==> config.mk <==
export PLATFORM = sky130hd
export DESIGN_NAME = nbus_rd_seq
export DESIGN_NICKNAME = d
export VERILOG_FILES = /design/src/rtl/nbus_pkg.sv /design/src/rtl/nbus_addr_xlate.sv /design/src/rtl/nbus_wait_ctr.sv /design/src/rtl/nbus_pack_acc.sv /design/src/rtl/nbus_rd_seq.sv
export SDC_FILE = /design/constraint.sdc
export NUM_CORES = 1
export LEC_CHECK = 0
export ABC_CLOCK_PERIOD_IN_PS = 2000
export BUFFER_PORTS_ARGS = -buffer_cell sky130_fd_sc_hd__buf_2
export CORE_ASPECT_RATIO = 1.1
export CORE_UTILIZATION = 44
export CTS_BUF_LIST = sky130_fd_sc_hd__clkbuf_2 sky130_fd_sc_hd__clkbuf_4 sky130_fd_sc_hd__clkbuf_8
export CTS_CLUSTER_SIZE = 12
export DETAILED_ROUTE_END_ITERATION = 16
export PLACE_DENSITY_LB_ADDON = 0.25
export SLEW_MARGIN = 15
export SYNTH_ARGS = -nofsm -noshare
export SYNTH_HDL_FRONTEND = slang
export SYNTH_SLANG_ARGS = --single-unit
==> constraint.sdc <==
create_clock -name clk -period 2 [get_ports clk]
set_input_delay 0.2 -clock clk [delete_from_list [all_inputs] [get_ports clk]]
set_output_delay 0.2 -clock clk [all_outputs]
set_load 0.01 [all_outputs]
==> src/rtl/nbus_pkg.sv <==
package nbus_pkg;

   typedef enum logic [1:0] {
      ST_IDLE,
      ST_GAP,
      ST_STROBE
   } seq_state_e;

   // log2 of the address stride in bus words for one logical word
   function automatic logic [1:0] stride_shift(input logic wide_word, input logic wide_bus);
      case ({wide_bus, wide_word})
         2'b00:   return 2'd1;   // 16-bit word, 8-bit bus
         2'b01:   return 2'd2;   // 24-bit word, 8-bit bus
         2'b10:   return 2'd0;   // 16-bit word, 16-bit bus
         default: return 2'd1;   // 24-bit word, 16-bit bus
      endcase
   endfunction

   // index of the final bus read (number of reads minus one)
   function automatic logic [1:0] final_index(input logic wide_word, input logic wide_bus);
      case ({wide_bus, wide_word})
         2'b00:   return 2'd1;
         2'b01:   return 2'd2;   // three reads despite a stride of four
         2'b10:   return 2'd0;
         default: return 2'd1;
      endcase
   endfunction

endpackage

==> src/rtl/nbus_addr_xlate.sv <==
module nbus_addr_xlate #(
   parameter int LA_W = 24,
   parameter int PA_W = 22,
   parameter int MP_W = 5,
   parameter int IX_W = 2
) (
   input  logic [LA_W-1:0] laddr_i,
   input  logic [1:0]      shift_i,
   input  logic [IX_W-1:0] idx_i,
   input  logic [MP_W-1:0] mask_pos_i,
   output logic [PA_W-1:0] paddr_o
);

   localparam int FULL_W = LA_W + 3;

   if (FULL_W < PA_W) begin : g_bad_width
      $error("nbus_addr_xlate: scaled address narrower than bus address");
   end
   if ((1 << MP_W) <= PA_W) begin : g_bad_mask
      $error("nbus_addr_xlate: mask position cannot reach all address lines");
   end

   logic [FULL_W-1:0] scaled;
   logic [PA_W-1:0]   keep;
   logic              unused_hi;

   // base is aligned to the stride, so OR adds the read index without carry
   always_comb scaled = ({3'b000, laddr_i} << shift_i) | FULL_W'(idx_i);

   for (genvar b = 0; b < PA_W; b++) begin : g_keep
      assign keep[b] = (mask_pos_i > MP_W'(b));
   end

   assign paddr_o   = scaled[PA_W-1:0] & keep;
   assign unused_hi = ^scaled[FULL_W-1:PA_W];

endmodule

==> src/rtl/nbus_wait_ctr.sv <==
module nbus_wait_ctr #(
   parameter int WT_W = 3
) (
   input  logic            clk,
   input  logic            rst_n,
   input  logic            load_i,
   input  logic [WT_W-1:0] val_i,
   output logic            zero_o
);

   logic [WT_W-1:0] cnt_q;

   always_ff @(posedge clk or negedge rst_n) begin
      if (!rst_n)            cnt_q <= '0;
      else if (load_i)       cnt_q <= val_i;
      else if (cnt_q != '0)  cnt_q <= cnt_q - 1'b1;
   end

   assign zero_o = (cnt_q == '0);

endmodule

==> src/rtl/nbus_pack_acc.sv <==
module nbus_pack_acc #(
   parameter int BUS_W  = 16,
   parameter int WORD_W = 24
) (
   input  logic              clk,
   input  logic              rst_n,
   input  logic              clear_i,
   input  logic              take_i,
   input  logic              wide_bus_i,
   input  logic              first_i,
   input  logic [BUS_W-1:0]  din_i,
   output logic [WORD_W-1:0] acc_nxt_o
);

   localparam int BYTE_W = 8;

   if (BUS_W != 2 * BYTE_W) begin : g_bad_bus
      $error("nbus_pack_acc: bus must be two bytes wide");
   end
   if (WORD_W != BUS_W + BYTE_W) begin : g_bad_word
      $error("nbus_pack_acc: word must be one byte wider than the bus");
   end

   logic [WORD_W-1:0] acc_q;
   logic [BYTE_W-1:0] lane;

   // the wide bus shifts in its upper byte after its first full read
   assign lane = wide_bus_i ? din_i[BUS_W-1 -: BYTE_W] : din_i[BYTE_W-1:0];

   always_comb begin
      acc_nxt_o = acc_q;
      if (take_i) begin
         if (wide_bus_i && first_i) acc_nxt_o = WORD_W'(din_i);
         else                       acc_nxt_o = {acc_q[WORD_W-BYTE_W-1:0], lane};
      end
   end

   always_ff @(posedge clk or negedge rst_n) begin
      if (!rst_n)       acc_q <= '0;
      else if (clear_i) acc_q <= '0;
      else if (take_i)  acc_q <= acc_nxt_o;
   end

endmodule

==> src/rtl/nbus_rd_seq.sv <==
module nbus_rd_seq
   import nbus_pkg::*;
#(
   parameter int LA_W   = 24,
   parameter int PA_W   = 22,
   parameter int MP_W   = 5,
   parameter int WT_W   = 3,
   parameter int BUS_W  = 16,
   parameter int WORD_W = 24
) (
   input  logic              clk,
   input  logic              rst_n,
   input  logic              start_i,
   input  logic [LA_W-1:0]   laddr_i,
   input  logic              wide_word_i,
   input  logic              wide_bus_i,
   input  logic [MP_W-1:0]   mask_pos_i,
   input  logic [WT_W-1:0]   waits_i,
   output logic [PA_W-1:0]   bus_addr_o,
   output logic              bus_rd_o,
   input  logic [BUS_W-1:0]  bus_data_i,
   output logic [WORD_W-1:0] word_o,
   output logic              done_o
);

   localparam int IX_W = 2;

   seq_state_e        state_q;
   logic [LA_W-1:0]   laddr_q;
   logic              wide_word_q;
   logic              wide_bus_q;
   logic [MP_W-1:0]   mask_q;
   logic [WT_W-1:0]   waits_q;
   logic [IX_W-1:0]   idx_q;
   logic [PA_W-1:0]   addr_q;
   logic              rd_q;
   logic              done_q;
   logic [WORD_W-1:0] word_q;

   logic              busy;
   logic              accept;
   logic              wait_zero;
   logic              finish;
   logic              last_rd;
   logic [PA_W-1:0]   next_addr;
   logic [WORD_W-1:0] acc_nxt;

   assign busy    = (state_q != ST_IDLE);
   assign accept  = start_i && !busy;
   assign finish  = (state_q == ST_STROBE) && wait_zero;
   assign last_rd = (idx_q == final_index(wide_word_q, wide_bus_q));

   nbus_addr_xlate #(
      .LA_W (LA_W),
      .PA_W (PA_W),
      .MP_W (MP_W),
      .IX_W (IX_W)
   ) i_xlate (
      .laddr_i    (laddr_q),
      .shift_i    (stride_shift(wide_word_q, wide_bus_q)),
      .idx_i      (idx_q),
      .mask_pos_i (mask_q),
      .paddr_o    (next_addr)
   );

   nbus_wait_ctr #(
      .WT_W (WT_W)
   ) i_wait (
      .clk    (clk),
      .rst_n  (rst_n),
      .load_i (state_q == ST_GAP),
      .val_i  (waits_q),
      .zero_o (wait_zero)
   );

   nbus_pack_acc #(
      .BUS_W  (BUS_W),
      .WORD_W (WORD_W)
   ) i_pack (
      .clk        (clk),
      .rst_n      (rst_n),
      .clear_i    (accept),
      .take_i     (finish),
      .wide_bus_i (wide_bus_q),
      .first_i    (idx_q == '0),
      .din_i      (bus_data_i),
      .acc_nxt_o  (acc_nxt)
   );

   always_ff @(posedge clk or negedge rst_n) begin
      if (!rst_n) begin
         state_q     <= ST_IDLE;
         laddr_q     <= '0;
         wide_word_q <= 1'b0;
         wide_bus_q  <= 1'b0;
         mask_q      <= '0;
         waits_q     <= '0;
         idx_q       <= '0;
         addr_q      <= '0;
         rd_q        <= 1'b0;
         done_q      <= 1'b0;
         word_q      <= '0;
      end else begin
         done_q <= 1'b0;
         case (state_q)
            ST_IDLE: begin
               if (start_i) begin
                  laddr_q     <= laddr_i;
                  wide_word_q <= wide_word_i;
                  wide_bus_q  <= wide_bus_i;
                  mask_q      <= mask_pos_i;
                  waits_q     <= waits_i;
                  idx_q       <= '0;
                  state_q     <= ST_GAP;
               end
            end
            ST_GAP: begin
               addr_q  <= next_addr;
               rd_q    <= 1'b1;
               state_q <= ST_STROBE;
            end
            ST_STROBE: begin
               if (wait_zero) begin
                  rd_q <= 1'b0;
                  if (last_rd) begin
                     word_q  <= acc_nxt;
                     done_q  <= 1'b1;
                     state_q <= ST_IDLE;
                  end else begin
                     idx_q   <= idx_q + 1'b1;
                     state_q <= ST_GAP;
                  end
               end
            end
            default: state_q <= ST_IDLE;
         endcase
      end
   end

   assign bus_addr_o = addr_q;
   assign bus_rd_o   = rd_q;
   assign word_o     = word_q;
   assign done_o     = done_q;

endmodule

==> impl_metrics.toml, run 1 <==
[synth]
post_synth_fa_ha_maj_area_fraction_pct = 1.016
synth-async-reset-ratio_pct = 100.0
synth_cell_types = 37
synth_top_family_by_area = "multiplexers"
synth_edf_count = 0
synthMuxAreaShare_pct = 21.98
postSynthNetCount = 493
synth_area_in_compound_gates_pct = 9.782
synth.yosys.warnings = 0
synth_top_area_share_pct = 52.34
synth_top_cell_by_area = "dfrtp_1"
synth_top_flop_cell = "dfrtp_1"
synth-seq-cells = 103
yosys-top-cells-count = "dfrtp_1 (103), mux2_2 (51), nor2_1 (45), mux2i_1 (44), nand2_1 (32)"
synthXorXnorAreaFrac_pct = 0.5335
yosysMostFrequentCell = "dfrtp_1"
syn_inst = 436
yosys.area_share.simple_pct = 8.791
leading_cell_types_by_total_area_after_synthesis = "dfrtp_1 (52%), mux2_2 (12%), mux2i_1 (8.9%), nor2_1 (3.4%), o41ai_1 (2.5%)"
synth_area_per_cell_um2 = 11.30
netlist_area_before_placement_um2 = 4925
synth_seq_area_share_pct = 52.34

[worst_setup_path]
critical_path_peak_fanout = 6
worst-r2r-setup-slack_ns = 0.15
crit_path_end_kind = "flop"
cp.required_ns = 2.28
critPathKind = "reg -> reg"
critical_path_arrival_ns = 2.13
worst_setup_path_start_kind = "flop"

[routing]
postRouteAntennaNets = 0
viasPerCell = 5.204
wirelength_um = 10350
drtPass1Iterations = 12
avgRoutedWirePerCell_um = 15.22
total_number_of_vias = 3539
post-route-drc-count = 1
drt_iter0_drc = 132

[job]
cap_viol_max_count = 0

[clocking]
clock_path_buffers = 2
cts-buffers-inserted = 9
cts-root-buf = "clkbuf_8"
insertion_delay_ns = 0.37
clock_sink_count = 103
clock_tree.htree_level_count = 3
worst_setup_hold_path_clk_slew_ns = 0.08
cts-resized-gates = 0
clock_tree_from_tritoncts = "yes"

[grt]
grt_start_max_net_pins = 49
grt_first_pass_wirelength_um = 17300
global_route.overflow_total = 0
first_global_vias = 3505
grt_antenna_before_repair = 0
grtUsageTotal_pct = 19.41

[timing]
worstMarginPinSlew_ns = 0.5259
finalWorstPathRequiredPeriod_ns = 1.853
post_route_skew_ns = 0.01372
setup_total_negative_slack_ns = 0
fmax_ghz = 0.5396
finalMaxSlewViolations = 0
hold_viol = 0
max_slew_margin_pct = 64.94
timing.final.ws_setup_ns = 0.1467
layout_worst_path_cycle_share_pct = 92.66
finalSetupViolCount = 0
grt_setup_unrepaired = "no"

[layout]
nets = 586
fillerInstances = 1033
layout-drive-gt1-share_pct = 35.83
area_growth_syn_to_layout_pct = 18.80
ant_diodes = 0
finish.cell_count_without_fillers = 680

[placed_design]
globalplace.congestion = 0.7870
portBuffers = 98
placed_cells = 664
pre_cts_slack_ns = 0.1475
dp_hpwl_um = 7299

[die]
floorplan.io_pins = 101
row_count = 40
design.die.area_um2 = 11620
dieWidth_um = 102.9
core_region_area_um2 = 10910
effective_utilization_at_floorplan_pct = 45.14
dieHeight_um = 113.0

[pwr]
total_power_uw = 9606
power.density_nw_per_um2 = 1642
power_leakage_uw = 0.002793
max-vdd-ir-drop_uv = 809.5

[worst_hold_path]
worst_hold_path_type = "in -> reg"

[outcome]
outcome = "finished with violations"
violations = "DRC"
where the power goes:
part / switching, uW / internal (uW)
clock network: 674 / 578
registers: 714 / 3030
logic: 2390 / 2220
critical path, cell delays in order (launching register included):
cell	delay, ns
dfrtp_1	0.37
inv_1	0.06
ha_1	0.30
xor2_1	0.20
nor3_4	0.41
buf_4	0.22
mux2i_1	0.21
cell type report:
class	count	area, um^2	share of cell area [%]
Sequential cell	103	2577	44.05
Multi-Input combinational cell	270	2093	35.78
Timing Repair Buffer	116	705.7	12.06
Tap cell	147	183.9	3.144
Clock buffer	10	131.4	2.246
Inverter	29	108.9	1.861
Clock inverter	5	50.05	0.8554
worst paths after layout:
| kind | startpoint | to | cells past startpoint |
|---|---|---|---|
| worst max-delay path | wide_bus_q$_DFFE_PN0P_ | word_o[9]$_DFFE_PN0P_ | 6 |
| worst min-delay path | wide_bus_i | wide_bus_q$_DFFE_PN0P_ | 3 |
| worst max register to register | wide_bus_q$_DFFE_PN0P_ | word_o[9]$_DFFE_PN0P_ | 6 |
| worst min register to register | bus_addr_o[0]$_DFFE_PN0P_ | bus_addr_o[0]$_DFFE_PN0P_ | 2 |
| max in group asynchronous | rst_n | bus_addr_o[2]$_DFFE_PN0P_ | 3 |
| min in group asynchronous | rst_n | word_o[11]$_DFFE_PN0P_ | 2 |
routing by layer:
layer	global-route usage [%]	share of wire [%]	routed length, um	vias up
met1	25.85	45	4608	1720
met2	31.16	49	5098	97
met3	4.138	5.0	520	15
li1	-	-	-	1707
met5	0	0	0	-
met4	6.948	1.2	123	0
placed cells by master (no fill, tap or decap), types with 2 or more instances in the layout:
| master | instances |
|---|---|
| dfrtp_1 | 103 |
| buf_2 | 97 |
| mux2_2 | 51 |
| nor2_1 | 45 |
| mux2i_1 | 44 |
| nand2_1 | 32 |
| inv_1 | 29 |
| a211oi_1 | 16 |
| o41ai_1 | 14 |
| buf_4 | 12 |
| o21ai_0 | 11 |
| a21oi_1 | 11 |
| clkbuf_8 | 9 |
| a22o_1 | 6 |
| buf_12 | 6 |
| or2_2 | 4 |
| ha_1 | 4 |
| clkinv_2 | 4 |
| nand2b_1 | 3 |
| mux4_2 | 3 |
| nor3_1 | 3 |
| nor2b_1 | 3 |
| a31oi_1 | 3 |
| xor2_1 | 2 |
| o31ai_1 | 2 |
| nand3b_1 | 2 |
registers in the layout, summed over array words and instances, names as in the netlist, 2 cells and up:
register,count
bus_addr_o,22
idx_q,2
laddr_q,22
i_pack.acc_q,16
mask_q,5
i_wait.cnt_q,3
word_o,24
state_q,2
waits_q,3
kinds of logic (layout without fill, tap and decap cells):
logic type	count (synthesis)	in the layout
flops	103	103
mux	98	98
simple gates	97	97
compound gates	68	68
buf+inv	63	160
fa+ha+maj	4	4
xor+xnor	3	3
metrics by stage:
stage	hold slack [ns]	util [%]	area, um^2
after floorplan	-0.09559	-	4925
final	0.05232	53.62	5851
after global placement	0.1986	51.87	5659
after CTS	0.03379	53.62	5851
after detailed placement	0.2012	51.87	5659
after global routing	0.04138	53.62	5851
what timing repair did:
| action | in CTS | in global routing |
|---|---|---|
| hold buffers | 1 | 0 |
| buffers inserted | 0 | 0 |
| hold endpoints to repair | 34 | 0 |
No activity file was read; power rests on OpenSTA's default activity.
==> run 2, diff against run 1 <==
ABC_AREA = 1   (was default)
CORE_MARGIN = 3   (was default)
CTS_BUF_LIST = default   (was sky130_fd_sc_hd__clkbuf_2 sky130_fd_sc_hd__clkbuf_4 sky130_fd_sc_hd__clkbuf_8)
==> run 2 against run 1 <==
The flow now finishes without violations. Clock power increased by 47%. Routed wire length increased by 27%. Fmax increased by 3.5%. Synthesized cell count increased by 61%. Largest power group unchanged. Flip-flop and latch count increased by 2.
==> impl_metrics.toml, run 2 <==
[worst_setup_path]
critical_path_peak_fanout = 39
crit_path_top_delay_cell = "dfrtp_1"
crit_path_end_kind = "flop"
critPathKind = "reg -> reg"
worst_setup_path_start_kind = "flop"
worst-r2r-setup-slack_ns = 0.21
slowest_delay_ns = 0.35
cp.required_ns = 2.25
cp_common_cell = "nand2_1"
critical_path.cell_chain = "clkinv_1 > ha_1 > inv_1 > nand2_1 > nand2_1 > nand3_4 > o21ai_0"
critical_path_arrival_ns = 2.04

[clocking]
clock_sink_count = 105
postCtsSetupBuffers = 0
clock_path_buffers = 2
cts-buffers-inserted = 9
clock_tree.htree_level_count = 3
insertion_delay_ns = 0.35
cts-root-buf = "clkbuf_16"
clock_tree_from_tritoncts = "yes"
worst_setup_hold_path_clk_slew_ns = 0.07

[worst_hold_path]
worst_hold_path_type = "in -> reg"

[synth]
netlist_area_before_placement_um2 = 5192
postSynthNetCount = 761
yosys-top-cells-count = "nand2_1 (359), dfrtp_1 (105), o21ai_0 (64), inv_1 (44), nand3_1 (44)"
synth.yosys.warnings = 0
synth_cell_types = 23
synth_seq_area_share_pct = 50.60
synth_top_cell_by_area = "dfrtp_1"
synth_area_per_cell_um2 = 7.376
syn_inst = 704
synth-async-reset-ratio_pct = 100.0
yosys.area_share.simple_pct = 33.33
synth_area_in_compound_gates_pct = 7.976
post_synth_fa_ha_maj_area_fraction_pct = 0.9639
leading_cell_types_by_total_area_after_synthesis = "dfrtp_1 (51%), nand2_1 (26%), o21ai_0 (6.2%), nand3_1 (4.2%), inv_1 (3.2%)"
synth_top_flop_cell = "dfrtp_1"
yosysMostFrequentCell = "nand2_1"
synthMuxAreaShare_pct = 0
synth_edf_count = 0
synthXorXnorAreaFrac_pct = 0.1687
synth_top_area_share_pct = 50.60
synth_top_family_by_area = "simple AND/OR/NAND/NOR gates"
synth-seq-cells = 105

[layout]
multi_input_area_um2 = 2203
fillerInstances = 1114
mostFrequentLayoutCell = "nand2_1"
layout-drive-gt1-share_pct = 17.23
area_growth_syn_to_layout_pct = 18.65
nets = 853
ant_diodes = 0
seq_area_um2 = 2628
largest_register_ffs = 24
mostFrequentLayoutCells = "nand2_1 (359), dfrtp_1 (105), buf_2 (97)"
finish.cell_count_without_fillers = 948

[routing]
wirelength_um = 13190
post-route-drc-count = 0
drtPass1Iterations = 5
postRouteAntennaNets = 0
drt_iter0_drc = 362
viasPerCell = 5.053
total_number_of_vias = 4790
avgRoutedWirePerCell_um = 13.92

[timing]
setup_total_negative_slack_ns = 0
grt_setup_unrepaired = "no"
fmax_ghz = 0.5582
max_slew_margin_pct = 64.95
finalMaxSlewViolations = 0
finalSetupViolCount = 0
post_route_skew_ns = 0.008774
worstMarginPinSlew_ns = 0.5252
finalWorstPathRequiredPeriod_ns = 1.791
hold_viol = 0
timing.final.ws_setup_ns = 0.2087
layout_worst_path_cycle_share_pct = 89.57
worst_hold_slack_ns = 0.05340

[grt]
first_global_vias = 4651
grtUsageTotal_pct = 21.28
grt_antenna_before_repair = 0
global_route.overflow_total = 0
grt_start_max_net_pins = 50
grt_first_pass_wirelength_um = 22140

[outcome]
outcome = "finished, final reports clean"

[die]
row_count = 40
design.die.area_um2 = 13140
effective_utilization_at_floorplan_pct = 46.32
core_region_area_um2 = 11210
floorplan.io_pins = 101
dieWidth_um = 109.6
dieHeight_um = 119.9

[placed_design]
pre_cts_slack_ns = 0.2189
globalplace.congestion = 0.8998
placed_cells = 931
portBuffers = 98
dp_hpwl_um = 9611

[pwr]
power_leakage_uw = 0.003472
max-vdd-ir-drop_uv = 745.0
power.density_nw_per_um2 = 1709

[job]
cap_viol_max_count = 0
-- run 2: cell types whose count changed in the layout (fill, tap and decap cells not counted), moves of 6 or more --
cell       delta
nand2_1     +327
nand3_1      +44
clkbuf_16     +9
clkbuf_8      -9
a22o_1        -6
nor2_1       -25
o41ai_1      -14
mux2_2       -51
o21ai_0      +52
mux2i_1      -44
inv_1        +15
a211oi_1     -16
-- run 2: metal layers --
metal  GRT usage (%)  part of all wire [%]
met1           27.04                    42
met2           35.99                    50
met3           2.528                   5.0
met4           9.431                   2.9
met5               0                     0
-- run 2: worst paths after layout --
kind / startpoint / endpoint / cells after the start
setup / recovery: wide_bus_q$_DFFE_PN0P_ / word_o[13]$_DFFE_PN0P_ / 7
setup reg to reg: wide_bus_q$_DFFE_PN0P_ / word_o[13]$_DFFE_PN0P_ / 7
max in group asynchronous: rst_n / bus_addr_o[17]$_DFFE_PN0P_ / 3
min in group asynchronous: rst_n / word_o[22]$_DFFE_PN0P_ / 2
hold reg to reg: bus_rd_o$_DFFE_PN0P_ / bus_rd_o$_DFFE_PN0P_ / 2
hold / removal: laddr_i[18] / laddr_q[18]$_DFFE_PN0P_ / 3
-- run 2: cell type report --
cell class                 count  area share [%]
sequential                   105           42.65
tap                          147           2.985
timing repair buffer         115           10.72
clock buffer                   9           3.656
inverter                      47           2.864
clock inverter                 7           1.361
multi-input combinational    518           35.76
-- run 2: report_power, final --
| part | internal [uW] | leakage [uW] | switching, uW |
|---|---|---|---|
| clock network | 996 | 0.000149 | 840 |
| logic | 1710 | 0.00198 | 3410 |
| registers | 3030 | 0.00135 | 539 |
| total | 5740 | 0.00347 | 4790 |
-- run 2: worst max-delay path, delay by kind of cell, from the launching register on --
family | cells | cell delay (ns)
adder cells (fa/ha/maj) | 1 | 0.33
AO/OA/AOI/OAI | 1 | 0.31
AND/OR/NAND/NOR | 3 | 0.52
flip-flops | 1 | 0.35
buffers and inverters | 2 | 0.18
-- run 2: what timing repair did --
item / 4_1_cts / 5_1_grt
hold buffers: 1 / 0
setup endpoints to repair: 0 / 1
resized for setup: 0 / 1
hold endpoints to repair: 105 / 0
-- run 2: cells by family after synthesis --
kind of cell	Yosys count
xor+xnor	1
simple gates	433
flops	105
fa+ha+maj	4
buf+inv	81
compound gates	80
-- run 2: stage by stage --
stage / total power [uW] / util, % / cell area (um^2)
final: 10530 / 54.96 / 6161
after global routing: 11510 / 54.96 / 6161
after CTS: 10580 / 54.96 / 6161
after detailed placement: 8696 / 52.11 / 5842
after global placement: 8522 / 52.11 / 5842
after floorplan: 7051 / - / 5192
==> run 3, diff against run 2 <==
CELL_PAD_IN_SITES_DETAIL_PLACEMENT = 0   (was default)
CELL_PAD_IN_SITES_GLOBAL_PLACEMENT = 1   (was default)
CORE_UTILIZATION = 40   (was 44)
==> run 3 against run 2 <==
Flip-flop and latch count unchanged. Sequential power hardly changed. Clock power down 8%. Core utilization decreased by 6.1 points. Die area increased by 9.5%. Critical path type unchanged. Critical endpoint is now word_o[4]$_DFFE_PN0P_.
==> impl_metrics.toml, run 3 (same netlist as run 2, synthesis figures left out) <==
[outcome]
outcome = "finished, final reports clean"

[timing]
finalWorstPathRequiredPeriod_ns = 1.765
worstMarginPinSlew_ns = 0.5649
setup_total_negative_slack_ns = 0
worst_hold_slack_ns = 0.04197
finalMaxSlewViolations = 0
max_slew_margin_pct = 62.34
layout_worst_path_cycle_share_pct = 88.24
hold_viol = 0
post_route_skew_ns = 0.004977
grt_setup_unrepaired = "no"
finalSetupViolCount = 0
fmax_ghz = 0.5667

[routing]
drtPass1Iterations = 5
viasPerCell = 4.891
wirelength_um = 13680
total_number_of_vias = 4695
avgRoutedWirePerCell_um = 14.25
post-route-drc-count = 0
drt_iter0_drc = 277
postRouteAntennaNets = 0

[clocking]
cts-root-buf = "clkbuf_16"
clock_tree_from_tritoncts = "yes"
clock_tree.htree_level_count = 3
clock_sink_count = 105
insertion_delay_ns = 0.35
clock_path_buffers = 2
cts-buffers-inserted = 9
worst_setup_hold_path_clk_slew_ns = 0.07

[die]
dieWidth_um = 114.6
floorplan.io_pins = 101
dieHeight_um = 125.5
effective_utilization_at_floorplan_pct = 41.07
row_count = 43
core_region_area_um2 = 12640
design.die.area_um2 = 14390

[layout]
seq_area_um2 = 2628
area_growth_syn_to_layout_pct = 19.04
largest_register_ffs = 24
nets = 855
mostFrequentLayoutCell = "nand2_1"
layout-drive-gt1-share_pct = 17.43
multi_input_area_um2 = 2221
finish.cell_count_without_fillers = 960
ant_diodes = 0
fillerInstances = 1296
mostFrequentLayoutCells = "nand2_1 (359), dfrtp_1 (105), buf_2 (97)"

[pwr]
power.density_nw_per_um2 = 1694
power_leakage_uw = 0.003475
max-vdd-ir-drop_uv = 709.0
total_power_uw = 10470

[grt]
first_global_vias = 4719
grt_start_max_net_pins = 43
grt_first_pass_wirelength_um = 22500
global_route.overflow_total = 0
grt_antenna_before_repair = 0
grtUsageTotal_pct = 19.61

[worst_setup_path]
critical_path_peak_fanout = 8
crit_path_end_kind = "flop"
worst_setup_path_start_kind = "flop"
critical_path_arrival_ns = 2.05
critPathKind = "reg -> reg"
cp.required_ns = 2.29

[worst_hold_path]
worst_hold_path_type = "in -> reg"

[placed_design]
globalplace.congestion = 0.8538
placed_cells = 942
dp_hpwl_um = 9996
portBuffers = 98

[job]
cap_viol_max_count = 0
run 3: final cells by class:
class	instances	share of cell area, %
multi-input cells	519	35.93
repair buffers	116	11.01
well taps	157	3.178
inverters	47	2.854
clock buffers	10	3.866
clock inverters	6	0.6478
flip-flops and latches	105	42.51
run 3: repair_timing:
item / CTS / global route
buffers inserted: 0 / 0
hold buffers: 1 / 0
setup endpoints to repair: 0 / 2
endpoints found under the hold margin: 37 / 0
resized for setup: 0 / 1
run 3: routing by layer:
metal	up-vias	wire length (um)	track usage, %
met1	2164	5813	24.38
met5	-	0	0
met3	27	577	2.372
met2	120	6792	33.57
met4	0	497	9.294
li1	2384	-	-
run 3: where the power goes:
| group | switching [uW] | total, uW | internal, uW |
|---|---|---|---|
| Combinational | 3480 | 5220 | 1740 |
| Sequential | 530 | 3560 | 3030 |
| Clock | 812 | 1690 | 882 |
| Total | 4820 | 10500 | 5650 |
run 3: final timing paths:
| path | from | endpoint | slack, ns | depth (start not counted) |
|---|---|---|---|---|
| min in group asynchronous | rst_n | word_o[22]$_DFFE_PN0P_ | 0.38 | 2 |
| min | laddr_i[18] | laddr_q[18]$_DFFE_PN0P_ | 0.04 | 3 |
| min reg2reg | bus_addr_o[14]$_DFFE_PN0P_ | bus_addr_o[14]$_DFFE_PN0P_ | 0.48 | 2 |
| max in group asynchronous | rst_n | i_pack.acc_q[16]$_DFFE_PN0P_ | 1.02 | 3 |
| max reg2reg | wide_bus_q$_DFFE_PN0P_ | word_o[4]$_DFFE_PN0P_ | 0.24 | 9 |
| max | wide_bus_q$_DFFE_PN0P_ | word_o[4]$_DFFE_PN0P_ | 0.24 | 9 |
run 3: metrics by stage:
| step | instance area (um^2) | util [%] | setup WS [ns] |
|---|---|---|---|
| after floorplan | 5192 | - | 0.1504 |
| after CTS | 6163 | 48.75 | 0.1880 |
| after global placement | 5874 | 46.46 | 0.2322 |
| after detailed placement | 5874 | 46.46 | 0.2156 |
| final | 6181 | 48.89 | 0.2353 |
| after global routing | 6181 | 48.89 | 0.05399 |
run 3: worst max-delay path: stages (launching register included):
cell	delay, ns
dfrtp_1	0.35
clkinv_1	0.09
ha_1	0.33
inv_1	0.09
nand2_1	0.05
nand2_1	0.23
nand2_1	0.14
inv_1	0.21
nand3_1	0.13
nand2_1	0.08
